[src/rtl/ppSeqPkg.sv]
package ppSeqPkg;
  localparam int LATCH_TICKS = 6;

  typedef enum logic [1:0] {
    ST_IDLE,
    ST_LATCH,
    ST_DATA,
    ST_HOLD
  } seqState_t;

  // strobes from control to datapath
  typedef struct packed {
    logic load;     // capture request, page and word
    logic drvPage;  // latch phase: page on bus
    logic drvData;  // data or hold phase
    logic sample;   // last strobe tick: bus input valid
    logic advance;  // end of a data phase: shift word
    logic hold;     // hold tick
  } seqCtl_t;
endpackage

[src/rtl/ppSeqCtrl.sv]
module ppSeqCtrl
  import ppSeqPkg::*;
#(
  parameter int DUR_W   = 6,
  parameter int DUR_MIN = 3,
  parameter int DUR_MAX = 32
) (
  input  logic             clk,
  input  logic             rstN,
  input  logic             reqValid,
  input  logic             reqWrite,
  input  logic             reqWide,
  input  logic [DUR_W-1:0] cfgDur,
  input  logic             cfgHold,
  input  logic             pageMiss,
  output logic             reqAck,
  output seqCtl_t          ctl,
  output logic             busAle,
  output logic             busRd,
  output logic             busWr,
  output logic             xferDone
);
  localparam int CNT_W = DUR_W + 1;
  localparam logic [CNT_W-1:0] LATCH_LAST = CNT_W'(LATCH_TICKS - 1);

  seqState_t        stateQ;
  logic [CNT_W-1:0] cntQ;
  logic [CNT_W-1:0] strobeLastQ;
  logic [1:0]       phaseQ;
  logic             holdQ, wideQ, writeQ, doneQ;
  logic [DUR_W-1:0] durSat;
  logic             lastPhase, strobeEnd, holdEnd;

  always_comb begin
    if (cfgDur < DUR_W'(DUR_MIN))      durSat = DUR_W'(DUR_MIN);
    else if (cfgDur > DUR_W'(DUR_MAX)) durSat = DUR_W'(DUR_MAX);
    else                               durSat = cfgDur;
  end

  assign lastPhase = (phaseQ == (wideQ ? 2'd1 : 2'd3));
  assign strobeEnd = (stateQ == ST_DATA) && (cntQ == strobeLastQ);
  assign holdEnd   = (stateQ == ST_HOLD) && (cntQ == CNT_W'(1));

  always_comb begin
    ctl         = '0;
    ctl.load    = (stateQ == ST_IDLE) && reqValid;
    ctl.drvPage = (stateQ == ST_LATCH);
    ctl.drvData = (stateQ == ST_DATA) || (stateQ == ST_HOLD);
    ctl.sample  = strobeEnd;
    ctl.advance = (strobeEnd && !holdQ) || holdEnd;
    ctl.hold    = (stateQ == ST_HOLD);
  end

  assign reqAck   = ctl.load;
  assign busAle   = (stateQ == ST_LATCH) && (cntQ != '0) && (cntQ != LATCH_LAST);
  assign busRd    = (stateQ == ST_DATA) && !writeQ;
  assign busWr    = (stateQ == ST_DATA) && writeQ;
  assign xferDone = doneQ;

  always_ff @(posedge clk or negedge rstN) begin
    if (!rstN) begin
      stateQ      <= ST_IDLE;
      cntQ        <= '0;
      strobeLastQ <= '0;
      phaseQ      <= '0;
      holdQ       <= 1'b0;
      wideQ       <= 1'b0;
      writeQ      <= 1'b0;
      doneQ       <= 1'b0;
    end else begin
      doneQ <= ctl.advance && lastPhase;
      unique case (stateQ)
        ST_IDLE: if (ctl.load) begin
          strobeLastQ <= {durSat, 1'b0} - CNT_W'(1);
          holdQ       <= cfgHold;
          wideQ       <= reqWide;
          writeQ      <= reqWrite;
          phaseQ      <= '0;
          cntQ        <= '0;
          stateQ      <= pageMiss ? ST_LATCH : ST_DATA;
        end
        ST_LATCH: begin
          if (cntQ == LATCH_LAST) begin
            cntQ   <= '0;
            stateQ <= ST_DATA;
          end else cntQ <= cntQ + CNT_W'(1);
        end
        ST_DATA, ST_HOLD: begin
          if (strobeEnd && holdQ) begin
            cntQ   <= '0;
            stateQ <= ST_HOLD;
          end else if (ctl.advance) begin
            cntQ <= '0;
            if (lastPhase) stateQ <= ST_IDLE;
            else begin
              phaseQ <= phaseQ + 2'd1;
              stateQ <= ST_DATA;
            end
          end else cntQ <= cntQ + CNT_W'(1);
        end
        default: stateQ <= ST_IDLE;
      endcase
    end
  end

  // latch enable high for exactly 4 ticks
  a_r2_ale_width: assert property (@(posedge clk) disable iff (!rstN)
    $rose(busAle) |=> busAle ##1 busAle ##1 busAle ##1 !busAle);

  // no strobe run shorter than the minimum of 6 ticks
  a_r3_wr_min_len: assert property (@(posedge clk) disable iff (!rstN)
    $fell(busWr) |-> ($past(busWr, 6) && $past(busWr, 1)));
  a_r3_rd_min_len: assert property (@(posedge clk) disable iff (!rstN)
    $fell(busRd) |-> ($past(busRd, 6) && $past(busRd, 1)));
endmodule

[src/rtl/ppSeqDatapath.sv]
module ppSeqDatapath
  import ppSeqPkg::*;
#(
  parameter int ADDR_W   = 24,
  parameter int PAGE_LSB = 8,
  parameter int MOD_W    = 8,
  parameter int BUS_W    = 16,
  parameter int WORD_W   = 32
) (
  input  logic              clk,
  input  logic              rstN,
  input  seqCtl_t           ctl,
  input  logic [ADDR_W-1:0] reqAddr,
  input  logic [MOD_W-1:0]  reqMod,
  input  logic [WORD_W-1:0] reqData,
  input  logic              reqWide,
  input  logic              reqWrite,
  input  logic [BUS_W-1:0]  busIn,
  output logic              pageMiss,
  output logic [BUS_W-1:0]  busAd,
  output logic              busOe,
  output logic [WORD_W-1:0] rdData
);
  localparam int PAGE_W = ADDR_W - PAGE_LSB;
  localparam int BYTE_W = BUS_W / 2;

  logic [PAGE_W-1:0] pageQ, reqPage;
  logic              pageValidQ;
  logic [WORD_W-1:0] wordQ;
  logic [BUS_W-1:0]  sampleQ, inSlice, outSlice;
  logic              wideQ, writeQ;

  assign reqPage  = reqAddr[ADDR_W-1:PAGE_LSB];
  assign pageMiss = !pageValidQ || (reqMod != MOD_W'(1)) || (reqPage != pageQ);
  assign inSlice  = ctl.sample ? busIn : sampleQ;
  assign outSlice = wideQ ? wordQ[BUS_W-1:0] : BUS_W'(wordQ[BYTE_W-1:0]);

  always_comb begin
    if (ctl.drvPage)                busAd = BUS_W'(pageQ);
    else if (ctl.drvData && writeQ) busAd = outSlice;
    else                            busAd = '0;
  end
  assign busOe  = ctl.drvPage || (ctl.drvData && writeQ);
  assign rdData = wordQ;

  always_ff @(posedge clk or negedge rstN) begin
    if (!rstN) begin
      pageQ      <= '0;
      pageValidQ <= 1'b0;
      wordQ      <= '0;
      sampleQ    <= '0;
      wideQ      <= 1'b0;
      writeQ     <= 1'b0;
    end else begin
      if (ctl.load) begin
        pageQ      <= reqPage;
        pageValidQ <= 1'b1;
        wordQ      <= reqData;
        wideQ      <= reqWide;
        writeQ     <= reqWrite;
      end
      if (ctl.sample) sampleQ <= busIn;
      if (ctl.advance) begin
        if (wideQ) wordQ <= {inSlice, wordQ[WORD_W-1:BUS_W]};
        else       wordQ <= {inSlice[BYTE_W-1:0], wordQ[WORD_W-1:BYTE_W]};
      end
    end
  end

  // the bus value does not move during a hold tick
  a_r5_hold_stable: assert property (@(posedge clk) disable iff (!rstN)
    ctl.hold |-> $stable(busAd));
endmodule

[src/rtl/ppSeq.sv]
module ppSeq
  import ppSeqPkg::*;
#(
  parameter int ADDR_W   = 24,
  parameter int PAGE_LSB = 8,
  parameter int MOD_W    = 8,
  parameter int BUS_W    = 16,
  parameter int WORD_W   = 32,
  parameter int DUR_W    = 6
) (
  input  logic              clk,
  input  logic              rstN,
  input  logic              reqValid,
  output logic              reqAck,
  input  logic              reqWrite,
  input  logic              reqWide,
  input  logic [ADDR_W-1:0] reqAddr,
  input  logic [MOD_W-1:0]  reqMod,
  input  logic [WORD_W-1:0] reqData,
  input  logic [DUR_W-1:0]  cfgDur,
  input  logic              cfgHold,
  output logic [BUS_W-1:0]  busAd,
  input  logic [BUS_W-1:0]  busIn,
  output logic              busOe,
  output logic              busAle,
  output logic              busRd,
  output logic              busWr,
  output logic [WORD_W-1:0] rdData,
  output logic              xferDone
);
  seqCtl_t ctl;
  logic    pageMiss;

  ppSeqCtrl #(.DUR_W(DUR_W)) ctrl_i (
    .clk(clk), .rstN(rstN), .reqValid(reqValid), .reqWrite(reqWrite),
    .reqWide(reqWide), .cfgDur(cfgDur), .cfgHold(cfgHold),
    .pageMiss(pageMiss), .reqAck(reqAck), .ctl(ctl), .busAle(busAle),
    .busRd(busRd), .busWr(busWr), .xferDone(xferDone)
  );

  ppSeqDatapath #(
    .ADDR_W(ADDR_W), .PAGE_LSB(PAGE_LSB), .MOD_W(MOD_W),
    .BUS_W(BUS_W), .WORD_W(WORD_W)
  ) dp_i (
    .clk(clk), .rstN(rstN), .ctl(ctl), .reqAddr(reqAddr), .reqMod(reqMod),
    .reqData(reqData), .reqWide(reqWide), .reqWrite(reqWrite),
    .busIn(busIn), .pageMiss(pageMiss), .busAd(busAd), .busOe(busOe),
    .rdData(rdData)
  );

  // read strobe never coincides with bus drive
  a_r8_read_no_drive: assert property (@(posedge clk) disable iff (!rstN)
    busRd |-> !busOe);
  // a taken request is followed by a busy tick
  a_r10_busy_after_ack: assert property (@(posedge clk) disable iff (!rstN)
    reqAck |=> !reqAck);
  // completion is a single-tick pulse
  a_r11_done_pulse: assert property (@(posedge clk) disable iff (!rstN)
    xferDone |=> !xferDone);
endmodule

[config.mk]
export PLATFORM = sky130hd
export DESIGN_NAME = ppSeq
export DESIGN_NICKNAME = d
export VERILOG_FILES = /design/src/rtl/ppSeqPkg.sv /design/src/rtl/ppSeqCtrl.sv /design/src/rtl/ppSeqDatapath.sv /design/src/rtl/ppSeq.sv
export SDC_FILE = /design/constraint.sdc
export NUM_CORES = 1
export LEC_CHECK = 0
export CAP_MARGIN = 5
export CORE_MARGIN = 1.5
export CORE_UTILIZATION = 52
export CTS_CLUSTER_SIZE = 14
export DETAILED_ROUTE_END_ITERATION = 6
export GPL_TIMING_DRIVEN = 0
export HOLD_SLACK_MARGIN = 0.06
export MAX_ROUTING_LAYER = met4
export PLACE_DENSITY = 0.92
export SETUP_SLACK_MARGIN = 0.5
export SYNTH_ARGS = -nofsm -noshare
export SYNTH_HDL_FRONTEND = slang
export SYNTH_SLANG_ARGS = --single-unit
[constraint.sdc]
create_clock -name clk -period 6.7 [get_ports clk]
set_clock_uncertainty 0.15 [all_clocks]
set_input_delay 2.01 -clock clk [delete_from_list [all_inputs] [get_ports clk]]
set_output_delay 2.01 -clock clk [all_outputs]
set_load 0.005 [all_outputs]
### Yosys cells after proc, flatten, opt, wreduce, memory -nomap -nowiden

Index checks and enable logic that the tools add are counted.

* add/sub/neg operators: 3
* order comparisons: 2
* eq/ne operators: 16
* muxes and demuxes: 27
* reductions and logical operators: 27

Operator list (number)
* $mux 32: 3
* $mux 16: 4
* $mux 7: 4
* $mux 2: 11
* $pmux 7 s3: 1
* $ne 16x16->1: 1
* $mux 6: 2
* $logic_and 1x1->1: 11
* $ne 2x2->1 const B: 4
* $ne 8x1->1 const B: 1
* $add 7x1->7 const B: 1
* $eq 7x1->1 const B: 1
* $eq 7x3->1 const B: 1
* $eq 7x7->1: 1
* $ne 7x3->1 const B: 1
* $reduce_bool 7->1: 1
* $sub 7x1->7 const B: 1
* $gt 6x6->1 const B: 1
* $lt 6x2->1 const B: 1
* $pmux 2 s3: 1
* $logic_or 1x1->1: 5
* $reduce_and 5->1: 1
* $eq 2x2->1 const B: 2
* $pmux 2 s2: 1
* 11 further kinds: 14

* flip-flop bits (word level): 89
* bits of input ports: 92
* output and inout port bits: 54
* word-level logic and storage cells: 89

### Depth between registers and ports, before layout

* depth in word-level cells: 7
* mapped depth: 9
* depth with buffers taken out: 7

### Hierarchy

From an unflattened synthesis, not the netlist that was laid out.

* cell total of the unflattened synthesis: 471
* area, all modules: 4958.5 um2

By module, submodules not included
* ppSeqDatapath: times used 1, cells an instance 307, area each 3537.1 um2, seq. area each 1676.6 um2
* ppSeqCtrl: times used 1, cells an instance 164, area each 1421.4 um2, seq. area each 550.5 um2

### Least setup slack after synthesis

No wires, ideal clock.

* path kind: input port to output port
* start point: input reqValid
* end point: output reqAck
* arrival: 2.981 ns
* required time: 4.540 ns
* path slack: 1.559 ns
* cell stages on the path: 5
* path buffers: 3
* path through: nand2_1 inv_1 buf_2 buf_2 buf_1

* word-level cells in the longest chain between the ends: 1

RTL lines
* start, declared: RTL line ppSeq.sv:13 `input logic reqValid,`
* $logic_and 1x1->1: RTL line ppSeqCtrl.sv:46 `ctl.load = (stateQ == ST_IDLE) && reqValid;`
* end, declared: RTL line ppSeq.sv:14 `output logic reqAck,`

No other way between the ends.

### Worst setup path after layout

Ends and elaborated chain as after synthesis.

==> results.yml <==
sta:
  holdWs_ns: 0.3306
  setup_tns_ns: 0
  finalCritPeriodShare_pct: 91.00
  rsz0062_at_grt: "no"
  drv_slew: 0
  final-setup-viol-count: 0
  tightest_slew_ns: 0.7542
  final.min_clock_period_ns: 6.097
  fmax_mhz: 164.0
  max_slew_margin_pct: 49.33
  hold_viol: 0
critical_path:
  critPathMaxFanout: 10
  crit_path_cell_trace: "clkdlybuf4s50_1 > nand2_4 > inv_1 > clkbuf_4 > buf_6 > buf_6 > clkdlybuf4s50_1"
  cp.arrival_ns: 3.94
  critical-path-max-stage-delay_ns: 0.56
  worst_path_max_delay_cell: "clkdlybuf4s50_1"
  path_buf_inv: 6
  required_ns: 4.54
  cp_top_family: "buffers and inverters"
  critPathKind: "in2out"
  startpoint_type: "input port"
  cp-end-kind: "primary output"
route:
  wl_met3_um: 1087
  wl_per_cell_um: 18.53
  dr_wl_met2_um: 7466
  route.detailed.drc: 0
  drt_wl_total_um: 15360
  ant_nets: 0
  top_layer_used: "met4"
  firstDrtPassIters: 5
  num_vias: 4773
  vias_per_cell: 5.758
  drtIter0Drc: 365
  wl_met1_um: 6347
clocking:
  cts_tree: "yes"
  cts_buffer_depth: 2
  clkTransAtPathRegs_ns: 0.09
  cts_root_buffer: "clkbuf_8"
  cts_sinks: 86
  h-tree-depth: 3
  post-cts-setup-buffer-count: 0
  cts_buffers: 9
  clk_latency_ns: 0.36
synth:
  avgSynthCellArea_um2: 9.088
  synth.distinct_cells: 53
  ys_ff_latch: 86
  syn-cell-area_um2: 4962
  synth_area_leaders: "dfrtp_1, nand2_1, mux2i_1"
  syn_inst: 546
  ys_seq_area_share_pct: 43.37
  synth_ff_type: "dfrtp_1"
  synthArstFlopShare_pct: 100.0
  yosys_warnings: 0
  synth_edf_count: 0
  synth_most_common_cell: "nand2_1"
  synth_top_area_share_pct: 43.37
  yosys.area.top_type: "dfrtp_1"
  synth_nets: 642
  ys_top_cells_by_count: "nand2_1, dfrtp_1, o21ai_0"
power:
  power_frac_clock_pct: 16.4
  power_leakage_uw: 0.002987
  seqPwrFrac_pct: 37.5
  power_switching_uw: 1054
  internal_power_uw: 1675
  switching_share_pct: 38.63
  combPwrFrac_pct: 46.0
  p_per_area_nw_per_um2: 402.1
  vdd_drop_max_v: 0.0001664
run:
  max_cap_violations: 0
global_routing:
  grt_pass1_wl_um: 24510
  grt_max_degree: 51
  grt_pass1_vias: 4737
  antenna_found_initial: 0
  grt_usage_pct: 32.43
  grt_overflow: 0
placement:
  gp_congestion: 0.9501
  portBuffers: 137
  dp_hpwl_um: 11570
  placed_cells: 813
  placed_area_um2: 6520
die:
  die_w_um: 100.7
  fp.coreArea_um2: 9240
  die_h_um: 100.7
  fp-row-count: 35
  dieArea_um2: 10140
  start_util_pct: 53.70
  ios: 146
layout:
  drive_gt1_share_pct: 8.143
  final_cells: 829
  n_antenna_cell: 0
  final_core_util_pct: 73.47
  final_area_um2: 6789
  final_nets: 791
  areaGrowthSynthToFinish_pct: 36.81
run_status:
  status: "finished clean"
min_path:
  hold_path_class: "reg2reg"
## stage by stage
| stage | setup WS (ns) | power (µW) |
|---|---|---|
| 3_3_place_gp | 0.02287 | 2191 |
| 5_1_grt | 0.5341 | 2904 |
| 3_5_place_dp | -0.03004 | 2255 |
| 6_report | 0.6032 | 2730 |
| 4_1_cts | 0.5119 | 2711 |
| 2_1_floorplan | 1.559 | 1671 |
## worst min-delay path, cell delays in order, from the launching register on
cell and delay (ns):
dfrtp_1 0.35, nand2_1 0.05, nand2_1 0.05
## placed cells by master (no fill, tap or decap), types with 7 or more instances in the layout
| cell | synthesis | final |
|---|---|---|
| nand2_1 | 150 | 149 |
| clkdlybuf4s50_1 | 0 | 136 |
| dfrtp_1 | 86 | 86 |
| o21ai_0 | 30 | 30 |
| mux2i_1 | 25 | 25 |
| inv_1 | 24 | 24 |
| nand3_1 | 20 | 20 |
| clkbuf_1 | 18 | 18 |
| nor2_1 | 18 | 18 |
| o221ai_1 | 16 | 16 |
| xor2_1 | 15 | 15 |
| xnor2_1 | 12 | 12 |
| nor3_1 | 12 | 12 |
| clkbuf_8 | 0 | 9 |
| a22o_1 | 8 | 8 |
| mux4_2 | 8 | 8 |
| a21o_1 | 7 | 7 |
| mux2_2 | 7 | 7 |
## cells by family (layout without fill, tap and decap cells)
logic type / Yosys count / in the layout / synth area share, %
simple gates: 233 / 233 / 20.98
compound gates: 94 / 94 / 13.16
flops: 86 / 86 / 43.37
buf+inv: 59 / 213 / 5.622
mux: 43 / 43 / 11.09
xor+xnor: 27 / 27 / 4.766
fa+ha+maj: 4 / 4 / 1.009
## registers in the layout, summed over array words and instances, names as in the netlist
| signal | cells |
|---|---|
| dp_i.rdData | 32 |
| dp_i.pageQ | 16 |
| dp_i.sampleQ | 16 |
| ctrl_i.cntQ | 7 |
| ctrl_i.strobeLastQ | 6 |
| ctrl_i.phaseQ | 2 |
| ctrl_i.stateQ | 2 |
| ctrl_i.holdQ | 1 |
| ctrl_i.wideQ | 1 |
| ctrl_i.writeQ | 1 |
| ctrl_i.xferDone | 1 |
| dp_i.pageValidQ | 1 |
## power by group through the flow
| stage | registers, µW | clock network (µW) | logic [µW] |
|---|---|---|---|
| after global placement | 1010 | 0 | 1180 |
| final | 1020 | 449 | 1260 |
| after CTS | 1010 | 451 | 1250 |
| after floorplan | 947 | 0 | 724 |
| after detailed placement | 1020 | 0 | 1230 |
| after global routing | 1050 | 476 | 1380 |
## repair_timing
action	CTS	global route
hold buffers	0	0
gates resized for setup	5	3
endpoints found under the setup margin	1	1
cloned	0	0
## layer usage
layer / track usage [%] / vias to the layer above
met1: 42.47 / 2326
met3: 4.300 / 35
met5: - / -
met2: 51.66 / 220
met4: 12.35 / 0
li1: - / 2192
## path summary, 6_finish.rpt
path                                                 start                          end  slack, ns  depth (start not counted)
worst max-delay path                              reqValid                       reqAck       0.60                          7
worst min-delay path            dp_i.sampleQ[10]$_DFF_PN0_   dp_i.sampleQ[10]$_DFF_PN0_       0.33                          2
worst max register to register  ctrl_i.cntQ[0]$_DFFE_PN0P_  dp_i.rdData[30]$_DFFE_PN0P_       4.12                          8
worst min register to register  dp_i.sampleQ[10]$_DFF_PN0_   dp_i.sampleQ[10]$_DFF_PN0_       0.33                          2
max in group asynchronous                             rstN   ctrl_i.cntQ[4]$_DFFE_PN0P_       4.32                          2
min in group asynchronous                             rstN  dp_i.rdData[10]$_DFFE_PN0P_       1.45                          1
## area by class of cell
type | instances | area, µm²
clock inverters | 7 | 121.4
fillers | 661 | 2451
repair buffers | 138 | 1396
well taps | 129 | 161.4
inverters | 24 | 90.09
flip-flops and latches | 86 | 2152
multi-input cells | 401 | 2539
clock buffers | 9 | 123.9
plain buffers | 35 | 205.2
(Power assumes the default switching activity.)
